**src/rtl/tw_rx_pkg.sv**
```systemverilog
package tw_rx_pkg;
  parameter int FRAME_BITS = 18;
  parameter int SW_BITS    = 4;
  parameter int SF_BITS    = FRAME_BITS - SW_BITS;
  parameter int CNT_SAT    = 31;
  parameter int CNT_W      = $clog2(CNT_SAT + 1);
  parameter int REF_DIV    = 512;
  parameter int REF_W      = $clog2(REF_DIV) + 1;
  parameter int SYNC_STAGES = 2;

  // strobes from control to datapath
  typedef struct packed {
    logic shift;
    logic commit;
    logic dataBit;
  } rxStrobe_t;

  typedef enum logic [SW_BITS-1:0] {
    CODE_UHF   = 4'b1000,
    CODE_VHFHI = 4'b0100,
    CODE_VHFLO = 4'b0010,
    CODE_CH6   = 4'b0011
  } bandCode_e;
endpackage

```
**src/rtl/tw_rx_ctrl.sv**
```systemverilog
module tw_rx_ctrl
  import tw_rx_pkg::*;
#(
  parameter int STAGES = SYNC_STAGES
) (
  input  logic      clk,
  input  logic      rstN,
  input  logic      busClk,
  input  logic      busData,
  input  logic      busEn,
  output rxStrobe_t strb
);
  localparam int NW = 3;

  logic [NW-1:0] syncReg [STAGES];
  logic [NW-1:0] rawIn;
  logic [NW-1:0] synced;
  logic          prevClk;
  logic          prevEn;
  logic          clkFall;
  logic          enFall;

  assign rawIn = {busEn, busData, busClk};

  genvar s;
  generate
    for (s = 0; s < STAGES; s++) begin : g_sync
      always_ff @(posedge clk) begin
        if (!rstN) begin
          syncReg[s] <= '0;
        end else if (s == 0) begin
          syncReg[s] <= rawIn;
        end else begin
          syncReg[s] <= syncReg[(s == 0) ? 0 : s-1];
        end
      end
    end
  endgenerate

  assign synced = syncReg[STAGES-1];

  always_ff @(posedge clk) begin
    if (!rstN) begin
      prevClk <= 1'b0;
      prevEn  <= 1'b0;
    end else begin
      prevClk <= synced[0];
      prevEn  <= synced[2];
    end
  end

  assign clkFall = prevClk & ~synced[0];
  assign enFall  = prevEn & ~synced[2];

  // a clock fall counts if enable was high in the sample before it,
  // so a fall coinciding with the enable fall still belongs to the frame
  always_comb begin
    strb.shift   = clkFall & prevEn;
    strb.commit  = enFall;
    strb.dataBit = synced[1];
  end
endmodule

```
**src/rtl/tw_rx_dp.sv**
```systemverilog
module tw_rx_dp
  import tw_rx_pkg::*;
(
  input  logic              clk,
  input  logic              rstN,
  input  rxStrobe_t         strb,
  input  logic              loopLocked,
  output logic [SF_BITS-1:0] scaleFactor,
  output logic              uhfOn,
  output logic              vhfHighOn,
  output logic              vhfLowOn,
  output logic              fmTrapOn,
  output logic              pllOn,
  output logic              lockInd,
  output logic              frameTaken
);
  localparam logic [CNT_W-1:0] FULL_CNT = CNT_W'(FRAME_BITS);
  localparam logic [CNT_W-1:0] SAT_CNT  = CNT_W'(CNT_SAT);

  logic [FRAME_BITS-1:0] shReg, nextSh;
  logic [CNT_W-1:0]      cnt, nextCnt;
  logic [SW_BITS-1:0]    codeQ;
  logic [SF_BITS-1:0]    sfQ, sfIn;

  always_comb begin
    nextSh  = shReg;
    nextCnt = cnt;
    if (strb.shift) begin
      nextSh  = {shReg[FRAME_BITS-2:0], strb.dataBit};
      nextCnt = (cnt == SAT_CNT) ? cnt : cnt + 1'b1;
    end
  end

  assign frameTaken = strb.commit && (nextCnt == FULL_CNT);

  // scaling factor arrives LSB first, so it sits reversed in the shifter
  genvar k;
  generate
    for (k = 0; k < SF_BITS; k++) begin : g_rev
      assign sfIn[k] = nextSh[SF_BITS-1-k];
    end
  endgenerate

  always_ff @(posedge clk) begin
    if (!rstN) begin
      shReg <= '0;
      cnt   <= '0;
      codeQ <= '0;
      sfQ   <= '0;
    end else begin
      shReg <= nextSh;
      cnt   <= strb.commit ? '0 : nextCnt;
      if (frameTaken) begin
        codeQ <= nextSh[FRAME_BITS-1:SF_BITS];
        sfQ   <= sfIn;
      end
    end
  end

  always_comb begin
    uhfOn     = 1'b0;
    vhfHighOn = 1'b0;
    vhfLowOn  = 1'b0;
    fmTrapOn  = 1'b0;
    case (codeQ)
      CODE_UHF:   uhfOn = 1'b1;
      CODE_VHFHI: vhfHighOn = 1'b1;
      CODE_VHFLO: vhfLowOn = 1'b1;
      CODE_CH6: begin
        vhfLowOn = 1'b1;
        fmTrapOn = 1'b1;
      end
      default: ;
    endcase
  end

  assign scaleFactor = sfQ;
  assign pllOn       = |sfQ;

  always_ff @(posedge clk) begin
    if (!rstN) lockInd <= 1'b0;
    else       lockInd <= loopLocked & pllOn;
  end
endmodule

```
**src/rtl/tw_frame_rx.sv**
```systemverilog
module tw_frame_rx
  import tw_rx_pkg::*;
(
  input  logic               clk,
  input  logic               rstN,
  input  logic               busClk,
  input  logic               busData,
  input  logic               busEn,
  input  logic               loopLocked,
  output logic [SF_BITS-1:0] scaleFactor,
  output logic               uhfOn,
  output logic               vhfHighOn,
  output logic               vhfLowOn,
  output logic               fmTrapOn,
  output logic               pumpEnable,
  output logic               driveEnable,
  output logic               pumpHighCurrent,
  output logic [REF_W-1:0]   refDivRatio,
  output logic               lockInd
);
  rxStrobe_t strb;
  logic      pllOn;
  logic      frameTaken;

  tw_rx_ctrl u_ctrl (
    .clk(clk), .rstN(rstN), .busClk(busClk), .busData(busData),
    .busEn(busEn), .strb(strb)
  );

  tw_rx_dp u_dp (
    .clk(clk), .rstN(rstN), .strb(strb), .loopLocked(loopLocked),
    .scaleFactor(scaleFactor), .uhfOn(uhfOn), .vhfHighOn(vhfHighOn),
    .vhfLowOn(vhfLowOn), .fmTrapOn(fmTrapOn), .pllOn(pllOn),
    .lockInd(lockInd), .frameTaken(frameTaken)
  );

  assign pumpEnable      = pllOn;
  assign driveEnable     = pllOn;
  assign pumpHighCurrent = 1'b1;
  assign refDivRatio     = REF_W'(REF_DIV);
endmodule

```
**config.mk**
```make
export PLATFORM = sky130hd
export DESIGN_NAME = tw_frame_rx
export DESIGN_NICKNAME = d
export VERILOG_FILES = /design/src/rtl/tw_rx_pkg.sv /design/src/rtl/tw_rx_ctrl.sv /design/src/rtl/tw_rx_dp.sv /design/src/rtl/tw_frame_rx.sv
export SDC_FILE = /design/constraint.sdc
export NUM_CORES = 1
export LEC_CHECK = 0
export BUFFER_PORTS_ARGS = -buffer_cell sky130_fd_sc_hd__buf_2
export CAP_MARGIN = 20
export CORE_ASPECT_RATIO = 1.75
export CORE_MARGIN = 4
export CORE_UTILIZATION = 62
export CTS_BUF_LIST = sky130_fd_sc_hd__clkbuf_8
export DETAILED_ROUTE_END_ITERATION = 6
export PLACE_DENSITY = 0.86
export SLEW_MARGIN = 20
export SYNTH_ARGS = -nofsm -noshare
export SYNTH_HDL_FRONTEND = slang
export SYNTH_HIERARCHICAL = 1
export SYNTH_SLANG_ARGS = --single-unit
```
**constraint.sdc**
```tcl
create_clock -name clk -period 4.74 [get_ports clk]
set_input_delay 0.948 -clock clk [delete_from_list [all_inputs] [get_ports clk]]
set_output_delay 0.948 -clock clk [all_outputs]
set_load 0.05 [all_outputs]
```
Yosys cells after proc, flatten, opt, wreduce, memory -nomap -nowiden
Memories as Yosys holds them, arrays and structs flattened. Index checks and enable logic that the tools add are counted.

Equality and inequality tests: 6. Mux-type cells: 11. Bitwise operators: 9. Reductions and logical operators: 4. Add/subtract/negate cells: 1.

Operators by type and width (number): 18-bit 2-to-1 mux (1); 14-bit OR reduction (1); 5-bit equality test (second input constant) (2); 5-bit 2-to-1 mux (2); 4-bit by 2-bit equality test with 1-bit output (second input constant) (2); 1-bit 2-to-1 mux (6); 3-bit 2-to-1 mux (2); 5-bit by 1-bit adder with 5-bit output (second input constant) (1); 1-bit AND (4); 4-bit by 3-bit equality test with 1-bit output (second input constant) (1); 4-bit equality test (second input constant) (1); 2-bit OR reduction (2); 1-bit inverter (3); 1-bit bitwise OR (2); 1-bit logical AND (1).

RAM bits: 6. Register bits: 44. Memories: 1. Logic and storage cells: 39. Output and inout port bits: 32.

Memories: u_ctrl.syncReg (depth 2, bits a word 3, rd ports 2, clocked after memory_dff 0, write ports 2, line tw_rx_ctrl.sv:15) `logic [NW-1:0] syncReg [STAGES];`.

Depth between registers and ports, before layout
An unclocked memory read counts as a cell.

Depth after elaboration: 7. Depth in mapped cells: 7. Mapped depth without buffers: 5.

Modules after synthesis
The synthesis kept the hierarchy.

Modules (own cells, without submodules): tw_rx_dp (cells each 162, instances 1, sequential area each 840.8 um^2, area each 1838.0 um^2); tw_rx_ctrl (cells each 20, instances 1, sequential area each 160.2 um^2, area each 240.2 um^2); tw_frame_rx (cells each 14, instances 1, sequential area each 0.0 um^2, area each 97.6 um^2).

Worst setup path before layout
Ideal clock, no wire load.

Kind: register to output. Start point: register u_dp.codeQ[1]. End point: output fmTrapOn. Data arrival time: 2.106 ns. Stages on the path, launching flop included: 3. Slack: 1.686 ns. Data required time: 3.792 ns. Cells stage by stage: dfxtp_1 nor3b_1 and2_1.

Longest elaborated chain between the ends: 2.

Ends and longest elaborated chain: from (decl) (line tw_rx_dp.sv:22) `logic [SW_BITS-1:0] codeQ;`; from (signal assigned) (line tw_rx_dp.sv:54) `codeQ <= nextSh[FRAME_BITS-1:SF_BITS];`; 4-bit by 2-bit equality test with 1-bit output (line tw_rx_dp.sv:65) `case (codeQ)`; 1-bit 2-to-1 mux (line tw_rx_dp.sv:65); to (decl) (line tw_frame_rx.sv:14) `output logic fmTrapOn,`.

Every way passes these cells.

Worst setup path after layout
Start point: register u_dp.sfQ[13] (netlist: u_dp/scaleFactor[13]). End point: output driveEnable.

Longest elaborated chain between the ends: 1.

Ends and longest elaborated chain: from (decl) (line tw_rx_dp.sv:23) `logic [SF_BITS-1:0] sfQ, sfIn;`; from (signal assigned) (line tw_rx_dp.sv:55) `sfQ <= sfIn;`; 14-bit OR reduction (line tw_rx_dp.sv:78) `assign pllOn = |sfQ;`; to (decl) (line tw_frame_rx.sv:16) `output logic driveEnable,`.

Every way passes these cells.

==> out/results.ini <==
[critical_path]
r2r_slack_ns = 2.43
critPathKind = reg2out
start_kind = flop
worstReg2RegEnd = u_dp/scaleFactor[9]
r2r-start = u_ctrl/syncReg[1][0]
rr_worst_depth = 6
critical_path_required_ns = 3.79
critPathSlowestCell = nor4_1
crit_arrival_ns = 1.47
worstPathBufferInverterCount = 1
path_delay_family = simple AND/OR/NAND/NOR gates
worst_path_largest_cell_delay_ns = 0.39
cp_max_fo = 3
cp-end-kind = output pin
crit_chain = nor4_1, nand4_1, buf_2

[route]
antenna_left = 0
dr.first_iter.drc_count = 23
drt_wl_total_mm = 3.733
vias_per_cell = 5.119
vias = 1331
first_pass_iters = 4
drc = 0
wl_per_cell_um = 14.36

[floorplan]
dieWidth_um = 52.74
rows = 28
dieArea_um2 = 4551
die_h_um = 86.30
design.portCount = 38
core_area_um2 = 3363
initial_core_util_pct = 64.58

[power]
power.density_nw_per_um2 = 291.8
p_seq_share_pct = 62.7
combPwrFrac_pct = 4.6
p_sw_share_pct = 22.16
p_leak_nw = 0.9942
p_int_w = 0.0005254
peakVddDrop_v = 0.0002682
power.switching_w = 0.0001496
clkPwrFrac_pct = 32.7

[cts]
hold_buffers = 0
cts_tree = done
clock-sinks = 50
clockRootBuffer = clkbuf_8
clk_pin_slew_ns = 0.08
post_cts_resized = 0
cts_inserted_buffers = 5
clockBufferDepth = 2
clock_latency_ns = 0.29
postCtsSetupBuffers = 0
htree_levels = 2

[placed_design]
place.detailed.hpwl_mm = 2.641
io_buffers = 26
dpl_cell_area_um2 = 2237
globalplace.congestion = 0.6920

[timing]
finClkSkew_ns = 0.002878
min_period_over_period_pct = 50.96
hold_violations = 0
final.min_clock_period_ns = 2.416
relSlewSlack_pct = 47.03
fmax_ghz = 0.4140
setup-tns-final_ns = 0
finalSetupViolations = 0
slew_viol_final = 0
rsz0062_at_grt = false
tightest_slew_ns = 0.7942

[global_routing]
grt-ovfl-total = 0
grt_pass1_wl_mm = 6.368
antenna_found_initial = 0
grt_max_degree = 47
grt_pass1_vias = 1434
grt_usage_pct = 18.70

[run]
cap_violations = 0

[cells_and_area]
diodes = 0
drive_gt1_share_pct = 26.05
final_cell_area_um2 = 2313
nets = 222
syn_to_final_growth_pct = 6.509

[logic_synthesis]
syn_area_um2 = 2172
synth_cells = 195
yosysWarnings = 6
syn_area_per_cell_um2 = 11.14

[hold_path]
hold_class = reg2reg
holdPathEnd = u_ctrl/syncReg[1][0]
min_path_cells = 1
hp-start = u_ctrl/syncReg[0][0]

[outcome]
status = complete, no violations

## sequential cells by signal, summed over array words and instances, names as in the netlist
signal	cells
u_ctrl/syncReg	6
u_dp/lockInd	1
u_dp/cnt	5
u_dp/scaleFactor	14
u_ctrl/prevEn	1
u_dp/codeQ	4
u_dp/shReg	18
u_ctrl/prevClk	1
## how the worst max path moves through the flow
stage	to	cells after the start	startpoint	slack, ns
floorplan	fmTrapOn	2	u_dp/codeQ[1]	1.69
global placement	u_dp/scaleFactor[8]	6	u_ctrl/syncReg[1][0]	2.52
detailed placement	u_dp/scaleFactor[9]	6	u_ctrl/syncReg[1][0]	2.43
CTS	driveEnable	3	u_dp/scaleFactor[13]	2.32
global route	driveEnable	3	u_dp/scaleFactor[13]	2.14
finish	driveEnable	3	u_dp/scaleFactor[13]	2.32
## per-layer routing
layer | up-vias | part of all wire [%] | GRT usage [%]
met4 | 0 | 0.99 | 7.674
met3 | 4 | 4.0 | 4.819
li1 | 668 | - | -
met5 | - | 0 | 0
met2 | 25 | 56 | 33.94
met1 | 634 | 39 | 19.58
## cell type report
type / count / area, µm²
fillers: 269 / 1050
multi-input cells: 131 / 1042
flip-flops and latches: 50 / 1001
repair buffers: 27 / 137.6
clock buffers: 5 / 68.82
well taps: 45 / 56.30
clock inverters: 2 / 7.507
## power by group through the flow
stage	registers, W	clock network (W)	logic (W)
finish	0.000423	0.000221	0.0000310
CTS	0.000423	0.000228	0.0000306
global route	0.000424	0.000244	0.0000330
detailed placement	0.000433	0	0.0000305
global placement	0.000433	0	0.0000302
floorplan	0.000433	0	0.0000349
## cell usage in the layout (no fill, tap or decap), types with 3 or more instances in the layout
master,instances
dfxtp_1,50
and2_1,28
buf_2,26
nor2b_1,19
mux2i_1,19
conb_1,11
mux2_4,9
mux2_2,9
clkbuf_8,5
nor2_1,5
nand3_1,3
nor4_1,3
## metrics by stage
| step | power (W) | hold slack (ns) | utilization, % | setup WS [ns] | instances |
|---|---|---|---|---|---|
| final | 0.0006750 | 0.4393 | 68.79 | 2.324 | 260 |
| after global placement | 0.0004632 | 0.4150 | 66.52 | 2.517 | 253 |
| after global routing | 0.0007004 | 0.4553 | 68.79 | 2.137 | 260 |
| after CTS | 0.0006818 | 0.4466 | 68.79 | 2.315 | 260 |
| after floorplan | 0.0004678 | 0.4057 | - | 1.686 | 204 |
| after detailed placement | 0.0004637 | 0.4245 | 66.52 | 2.432 | 253 |
Power figures use the tool's default switching activity.
